File: src/rtl/mac_pkg.sv
package mac_pkg;
  typedef enum logic [1:0] {
    MODE_LOAD = 2'd0,
    MODE_ADD  = 2'd1,
    MODE_SUB  = 2'd2
  } accMode_t;

  // strobes passed from control to datapath
  typedef struct packed {
    logic     capA;
    logic     capB;
    logic     wrAcc;
    logic [2:0] wrSec;   // {ext, high, low}
    accMode_t mode;
    logic     roundEn;
    logic     signedEn;
  } macStrobes_t;
endpackage

File: src/rtl/mac_ctrl.sv
module mac_ctrl
  import mac_pkg::*;
(
  input  logic        clk,
  input  logic        rstN,
  input  logic        loadA,
  input  logic        loadB,
  input  logic        ctlRound,
  input  logic        ctlSigned,
  input  logic        ctlAccum,
  input  logic        ctlSub,
  input  logic        resStrobe,
  input  logic        preload,
  input  logic [2:0]  oeN,
  output macStrobes_t strobes,
  output logic [2:0]  driveEn,
  output logic        undefMode
);
  logic rndQ, tcQ, accQ, subQ;
  logic ctlCapture;

  assign ctlCapture = loadA | loadB;

  always_ff @(posedge clk or negedge rstN) begin
    if (!rstN) begin
      rndQ <= 1'b0;
      tcQ  <= 1'b0;
      accQ <= 1'b0;
      subQ <= 1'b0;
    end else if (ctlCapture) begin
      rndQ <= ctlRound;
      tcQ  <= ctlSigned;
      accQ <= ctlAccum;
      subQ <= ctlSub;
    end
  end

  always_comb begin
    strobes          = '0;
    strobes.capA     = loadA;
    strobes.capB     = loadB;
    strobes.roundEn  = rndQ;
    strobes.signedEn = tcQ;
    strobes.wrAcc    = resStrobe & ~preload;
    strobes.wrSec    = {3{resStrobe & preload}} & oeN;
    if (accQ && subQ)      strobes.mode = MODE_SUB;
    else if (accQ)         strobes.mode = MODE_ADD;
    else                   strobes.mode = MODE_LOAD;
  end

  assign driveEn   = ~oeN & {3{~preload}};
  assign undefMode = resStrobe & ~preload & ~accQ & subQ;
endmodule

File: src/rtl/mac_datapath.sv
module mac_datapath
  import mac_pkg::*;
#(
  parameter int WIDTH = 12,
  parameter int GUARD = 3,
  localparam int PROD_W = 2 * WIDTH,
  localparam int ACC_W  = PROD_W + GUARD
) (
  input  logic              clk,
  input  logic              rstN,
  input  macStrobes_t       strobes,
  input  logic [WIDTH-1:0]  opA,
  input  logic [WIDTH-1:0]  opB,
  input  logic [ACC_W-1:0]  resIn,
  output logic [ACC_W-1:0]  accOut
);
  localparam logic [ACC_W-1:0] RND_ONE = ACC_W'(1) << (WIDTH - 1);

  logic [WIDTH-1:0]  aReg, bReg;
  logic [PROD_W-1:0] extA, extB, prodFull;
  logic [ACC_W-1:0]  prodExt, accNext, accD, accReg;
  logic              accWe;

  always_ff @(posedge clk or negedge rstN) begin
    if (!rstN) begin
      aReg <= '0;
      bReg <= '0;
    end else begin
      if (strobes.capA) aReg <= opA;
      if (strobes.capB) bReg <= opB;
    end
  end

  // extend operands to product width, then keep the low product bits
  assign extA     = {{WIDTH{strobes.signedEn & aReg[WIDTH-1]}}, aReg};
  assign extB     = {{WIDTH{strobes.signedEn & bReg[WIDTH-1]}}, bReg};
  assign prodFull = extA * extB;
  assign prodExt  = {{GUARD{strobes.signedEn & prodFull[PROD_W-1]}}, prodFull}
                  + (strobes.roundEn ? RND_ONE : '0);

  always_comb begin
    unique case (strobes.mode)
      MODE_ADD: accNext = prodExt + accReg;
      MODE_SUB: accNext = prodExt - accReg;
      default:  accNext = prodExt;
    endcase
  end

  // per-section next value: bus data, accumulated value or hold
  for (genvar s = 0; s < 3; s++) begin : g_sec
    localparam int LSB = s * WIDTH;
    localparam int MSB = (s == 2) ? ACC_W - 1 : LSB + WIDTH - 1;
    assign accD[MSB:LSB] = strobes.wrSec[s] ? resIn[MSB:LSB]
                         : strobes.wrAcc    ? accNext[MSB:LSB]
                         :                    accReg[MSB:LSB];
  end

  assign accWe = strobes.wrAcc | (|strobes.wrSec);

  always_ff @(posedge clk or negedge rstN) begin
    if (!rstN)      accReg <= '0;
    else if (accWe) accReg <= accD;
  end

  assign accOut = accReg;
endmodule

File: src/rtl/mac_preload.sv
module mac_preload
  import mac_pkg::*;
(
  input  logic        clk,
  input  logic        rstN,
  input  logic [11:0] opA,
  input  logic [11:0] opB,
  input  logic        loadA,
  input  logic        loadB,
  input  logic        ctlRound,
  input  logic        ctlSigned,
  input  logic        ctlAccum,
  input  logic        ctlSub,
  input  logic        resStrobe,
  input  logic        preload,
  input  logic        oeExtN,
  input  logic        oeHighN,
  input  logic        oeLowN,
  input  logic [26:0] resIn,
  output logic [26:0] resOut,
  output logic [2:0]  resDriveEn
);
  macStrobes_t strobes;
  logic        undefMode;

  mac_ctrl u_ctrl (
    .clk       (clk),
    .rstN      (rstN),
    .loadA     (loadA),
    .loadB     (loadB),
    .ctlRound  (ctlRound),
    .ctlSigned (ctlSigned),
    .ctlAccum  (ctlAccum),
    .ctlSub    (ctlSub),
    .resStrobe (resStrobe),
    .preload   (preload),
    .oeN       ({oeExtN, oeHighN, oeLowN}),
    .strobes   (strobes),
    .driveEn   (resDriveEn),
    .undefMode (undefMode)
  );

  mac_datapath #(.WIDTH(12), .GUARD(3)) u_dp (
    .clk     (clk),
    .rstN    (rstN),
    .strobes (strobes),
    .opA     (opA),
    .opB     (opB),
    .resIn   (resIn),
    .accOut  (resOut)
  );
endmodule

File: config.mk
export PLATFORM = sky130hd
export DESIGN_NAME = mac_preload
export DESIGN_NICKNAME = d
export VERILOG_FILES = /design/src/rtl/mac_pkg.sv /design/src/rtl/mac_ctrl.sv /design/src/rtl/mac_datapath.sv /design/src/rtl/mac_preload.sv
export SDC_FILE = /design/constraint.sdc
export NUM_CORES = 1
export LEC_CHECK = 0
export CORE_UTILIZATION = 55
export DETAILED_ROUTE_END_ITERATION = 8
export PLACE_DENSITY = 0.84
export SYNTH_ARGS = -nofsm -noshare
export SYNTH_HDL_FRONTEND = slang
export SYNTH_HIERARCHICAL = 1
export SYNTH_SLANG_ARGS = --single-unit
File: constraint.sdc
create_clock -name clk -period 20.9 [get_ports clk]
set_input_delay 3.135 -clock clk [delete_from_list [all_inputs] [get_ports clk]]
set_output_delay 3.135 -clock clk [all_outputs]
set_load 0.1 [all_outputs]
==> results of run 1 <==
==> registers in the layout (all words and copies together) (netlist names) <==
| register | flops |
|---|---|
| u_dp/aReg | 12 |
| u_ctrl/subQ | 1 |
| u_dp/accOut | 27 |
| u_ctrl/accQ | 1 |
| u_ctrl/rndQ | 1 |
| u_ctrl/tcQ | 1 |
| u_dp/bReg | 12 |
==> stage by stage <==
stage | setup WS [ns] | hold slack [ns] | utilization (%) | std cells | cell area (um2)
after floorplan | 12.84 | 0.4827 | - | 1303 | 11160
after global placement | 12.20 | 0.5088 | 62.11 | 1606 | 12210
after detailed placement | 11.95 | 0.5188 | 62.11 | 1606 | 12210
after CTS | 11.87 | 0.5389 | 62.86 | 1614 | 12350
after global routing | 11.20 | 0.5507 | 62.86 | 1614 | 12350
final | 11.84 | 0.5373 | 62.86 | 1614 | 12350
==> worst reg2reg max path, cell delays in order (launching register included) <==
cell      delay [ns]
dfrtp_1         0.62
nand2_1         0.37
or2_2           0.40
fa_1            0.47
fa_1            0.54
inv_1           0.05
fa_1            0.51
fa_1            0.52
fa_1            0.55
inv_1           0.06
fa_1            0.55
inv_1           0.05
ha_1            0.45
nand2_1         0.13
a211oi_2        0.44
nor3_2          0.16
and3_1          0.21
o41a_2          0.53
nand2_1         0.10
xnor2_1         0.11
ha_1            0.25
or2_2           0.30
o311ai_0        0.55
a31oi_1         0.21
o41ai_1         0.39
mux2i_1         0.25
o211ai_1        0.11
o21ai_1         0.13
==> layout make-up <==
class / instances / area (um2)
Multi-Input combinational cell: 1000 / 8831
Fill cell: 1685 / 7300
Sequential cell: 55 / 1376
Timing Repair Buffer: 98 / 963.4
Inverter: 188 / 705.7
Tap cell: 265 / 331.6
Clock buffer: 6 / 128.9
Clock inverter: 2 / 17.52
==> metal layers <==
layer  vias to the layer above  track usage (%)  wire length [um]
li1                       4342                -                 -
met1                      4566            37.93             12020
met2                       316            47.34             13170
met3                        60            3.742              1462
met4                         0            8.255               604
met5                         -                0                 0
==> worst max-delay path by stage <==
stage	start	to	slack, ns	cells after the start
after floorplan	u_ctrl/tcQ	u_dp/accOut[19]	12.84	30
after global placement	u_dp/bReg[11]	u_dp/accOut[21]	12.20	27
after detailed placement	u_dp/bReg[11]	u_dp/accOut[21]	11.95	27
after CTS	u_dp/bReg[11]	u_dp/accOut[21]	11.87	27
after global routing	u_dp/bReg[11]	u_dp/accOut[21]	11.20	27
final	u_dp/bReg[11]	u_dp/accOut[21]	11.84	27
==> cell usage in the layout, fill, tap and decap left out, types with 12 or more instances in the layout <==
master           count
a211oi_1            13
a21o_1              17
a21oi_1             56
and2_1              72
and3_1              15
clkdlybuf4s50_1     92
dfrtp_1             55
fa_1               153
ha_1                92
inv_1              188
mux2_2              25
nand2_1            145
nand2b_1            13
nand3_1             23
nor2_1              84
nor3_1              22
o211ai_1            12
o21ai_0             44
xnor2_1             52
xor2_1              16
==> metrics.txt, run 1 <==
Tot GR Track Use 28.21%; global-route wire length before repair 46.41 mm; Reg-to-Reg End u_dp/accOut[21]; Hold Crit Class reg -> reg; Port Buffers 93; CTS sink cnt 55; CP delay by family, top adder cells; vias in the first global route 9593; ant diodes 0; CTS Root Cell clkbuf_16; post-DP HPWL 21.95 mm; Layout area overhead 10.67%; total number of vias 9284; width of the die 144.5 um; worst-path fanout max 15; Clock Path Buffers 2; cts hold-fix bufs 0; Worst-path clk slew 0.09 ns; WS Path Type reg -> reg; Startpoint Class register; post_cts resized 0; CP dominant cell by count fa_1; Initial DRC Count 535; TritonCTS buffer count 5; Synth warnings 6; CORE AREA 0.01965 mm2; Worst Setup End Kind register; max incr delay on CP 0.62 ns; r2r setup slk 11.84 ns; DR DRC count 0; CP bufs+invs 3; Crit-path slowest cell dfrtp_1; Final Max Slew Viols 0; first drt pass iteration count 5; Net Count, Synth 1612; I/O pin count 94; Die Y 144.5 um; WL/cell 16.89 um; hold path start u_ctrl/subQ; largest net degree at the start of global routing 56; total setup buffers inserted after CTS 0; Fin. Hold Viols 0; worst-margin pin slew 0.9899 ns; relative slew slack 33.80%; Hold EP u_ctrl/subQ; fmax 110.3 MHz; final setup violating endpoints 0; unrepaired setup endpoints after global routing false; cell count of the worst reg-to-reg path 27; Synth Instances 1303; worst endpoint required time 21.15 ns; H-tree lvl count 2; max_cap viols 0; Final nets 1657; synthesized area 0.01116 mm2; Final Cycle Share 43.37%; Starting Density 56.80%; GR Overflow Total 0; post-route antenna net violation count 0; worst clock skew 0.01326 ns; Setup TNS Final 0 ns; status complete, no violations; worst reg2reg path startpoint u_dp/bReg[11]; total wire length 27.26 mm; Final GP Congestion 0.9045; worst-skew pair later-pin latency 0.32 ns; initial antenna violation count 0; Avg Cell Area, Syn 8.567 um2; Cell Rows 51; crit path DAT 9.31 ns; die area 0.02087 mm2; hold-critical path depth 1; layout cells sized above 1 5.411%; vias per cell 5.752; Period minus WS final 9.064 ns; CTS tree yes
Power of run 1 is left out: the tool's default activity adds up to more than one toggle a clock period on the data nets, which glitch-free logic cannot reach.
==> run 2: changes to the inputs <==
==> constraint.sdc (replaced) <==
create_clock -name clk -period 8.5 [get_ports clk]
set_input_delay 1.275 -clock clk [delete_from_list [all_inputs] [get_ports clk]]
set_output_delay 1.275 -clock clk [all_outputs]
set_load 0.1 [all_outputs]
==> run 2 against run 1 <==
Effect of this change:
- clock-buffer cell count decreased by 1
- fmax up 10%
- via count up 3.2%
- cell count grew 2.0%
- register-to-register slack worse by 12 ns
- first-iteration DRC count rose by 0.19%
- critical endpoint is now u_dp/accOut[24]
==> metrics.txt, run 2 (same netlist as run 1, synthesis figures left out) <==
die area 0.02087 mm2; Hold Crit Class reg -> reg; worst reg2reg path startpoint u_dp/aReg[11]; vias per cell 5.815; total number of vias 9578; Cells after DPL 1629; Port Buffers 93; global-route wire length before repair 47.91 mm; hold path start u_ctrl/subQ; Layout area overhead 14.47%; most frequent cells in the layout inv_1 (187), fa_1 (151), nand2_1 (145), clkdlybuf4s50_1 (92), ha_1 (89); Startpoint Class register; r2r setup slk 0.28 ns; max incr delay on CP 0.69 ns; first drt pass iteration count 5; status complete, no violations; pre-CTS setup slack -0.08101 ns; H-tree lvl count 2; Final GP Congestion 0.8997; Largest register FFs 27; DR DRC count 0; CTS tree yes; ant diodes 0; max_cap viols 0; Starting Density 56.80%; relative slew slack 33.84%; CTS Root Cell clkbuf_16; WS Path Type reg -> reg; Final Max Slew Viols 0; largest net degree at the start of global routing 56; CORE AREA 0.01965 mm2; CP Launch Point u_dp/aReg[11]; layout cells sized above 1 9.841%; worst-margin pin slew 0.9893 ns; I/O pin count 94; Tot GR Track Use 29.07%; crit path DAT 8.42 ns; Hold EP u_ctrl/subQ; Cell Rows 51; Crit-path slowest cell fa_2; worst-path fanout max 8; worst-skew pair later-pin latency 0.31 ns; Worst Setup End Kind register; WL/cell 17.45 um; setup ws final 0.2751 ns; Die Y 144.5 um; final setup violating endpoints 0; GR Overflow Total 0; cell count of the worst reg-to-reg path 26; width of the die 144.5 um; Reg-to-Reg End u_dp/accOut[24]; CTS sink cnt 55; vias in the first global route 9780; non-filler instance count after layout 1647; Period minus WS final 8.225 ns; Worst-path clk slew 0.08 ns; Fin. Hold Viols 0; worst clock skew 0.007733 ns; commonest non-fill, non-tap cell in the layout inv_1; total wire length 28.74 mm; post-route antenna net violation count 0; post-DP HPWL 22.88 mm; worst endpoint required time 8.70 ns; fmax 121.6 MHz; cts hold-fix bufs 0; hold-critical path depth 1; Initial DRC Count 536; CP dominant cell by count fa_1; Final nets 1690; Final Cycle Share 96.76%; TritonCTS buffer count 5; initial antenna violation count 0; Clock Path Buffers 2
## run 2: changes by cell type in the layout (fill, tap and decap cells not counted), moves of 2 or more
| cell | delta |
|---|---|
| dfrtp_2 | +6 |
| ha_2 | +2 |
| fa_1 | -2 |
| a21oi_1 | -2 |
| a211oi_4 | +2 |
| clkinv_4 | -2 |
| fa_2 | +2 |
| o21ai_2 | +2 |
| ha_1 | -3 |
| dfrtp_1 | -6 |
| clkinv_2 | +2 |
| buf_4 | +32 |
| a21oi_2 | +2 |
| a211oi_1 | -3 |
## run 2: final cells by class
cell class | count | area [um2]
Tap cell | 265 | 331.6
Clock buffer | 5 | 125.1
Timing Repair Buffer | 131 | 1224
Multi-Input combinational cell | 1000 | 8986
Inverter | 188 | 709.4
Fill cell | 1665 | 6875
Sequential cell | 55 | 1384
Clock inverter | 3 | 18.77
## run 2: repair_timing
item / CTS / global route
pin swaps: 0 / 7
buffers inserted: 0 / 10
resized for setup: 1 / 36
setup endpoints to repair: 1 / 10
## run 2: worst max-delay path, delay by kind of cell (launching register included)
kind                       cells  cell delay, ns
AOI/OAI and AO/OA              7            1.25
DFF                            1            0.47
adders and majority gates      8            3.89
and+or+nand+nor                8            2.05
buffers and inverters          1            0.23
xor gates and xnor gates       2            0.23
## run 2: worst max-delay path by stage
stage / to / slack (ns)
6_report: u_dp/accOut[24] / 0.28
5_1_grt: u_dp/accOut[24] / -0.05
4_1_cts: u_dp/accOut[24] / 0.03
3_5_place_dp: u_dp/accOut[24] / -0.08
3_3_place_gp: u_dp/accOut[24] / 0.08
2_1_floorplan: u_dp/accOut[19] / 0.44
## run 2: per-layer routing
metal  GRT usage, %  routed length (um)  share of wire, %
met1          40.08               12260                43
met2          48.91               14190                49
met3          3.510                1736               6.0
met4          6.371                 553               1.9
met5              0                   0                 0
## run 2: stage by stage
step / utilization [%] / hold slack (ns) / area, um2 / TNS (ns)
2_1_floorplan: - / 0.4827 / 11160 / 0
3_3_place_gp: 62.99 / 0.5062 / 12380 / 0
3_5_place_dp: 62.99 / 0.5302 / 12380 / -0.08101
4_1_cts: 63.73 / 0.5505 / 12530 / 0
5_1_grt: 65.02 / 0.5586 / 12780 / -0.06971
6_report: 65.02 / 0.5403 / 12780 / 0
Power of run 2 is left out for the same reason.
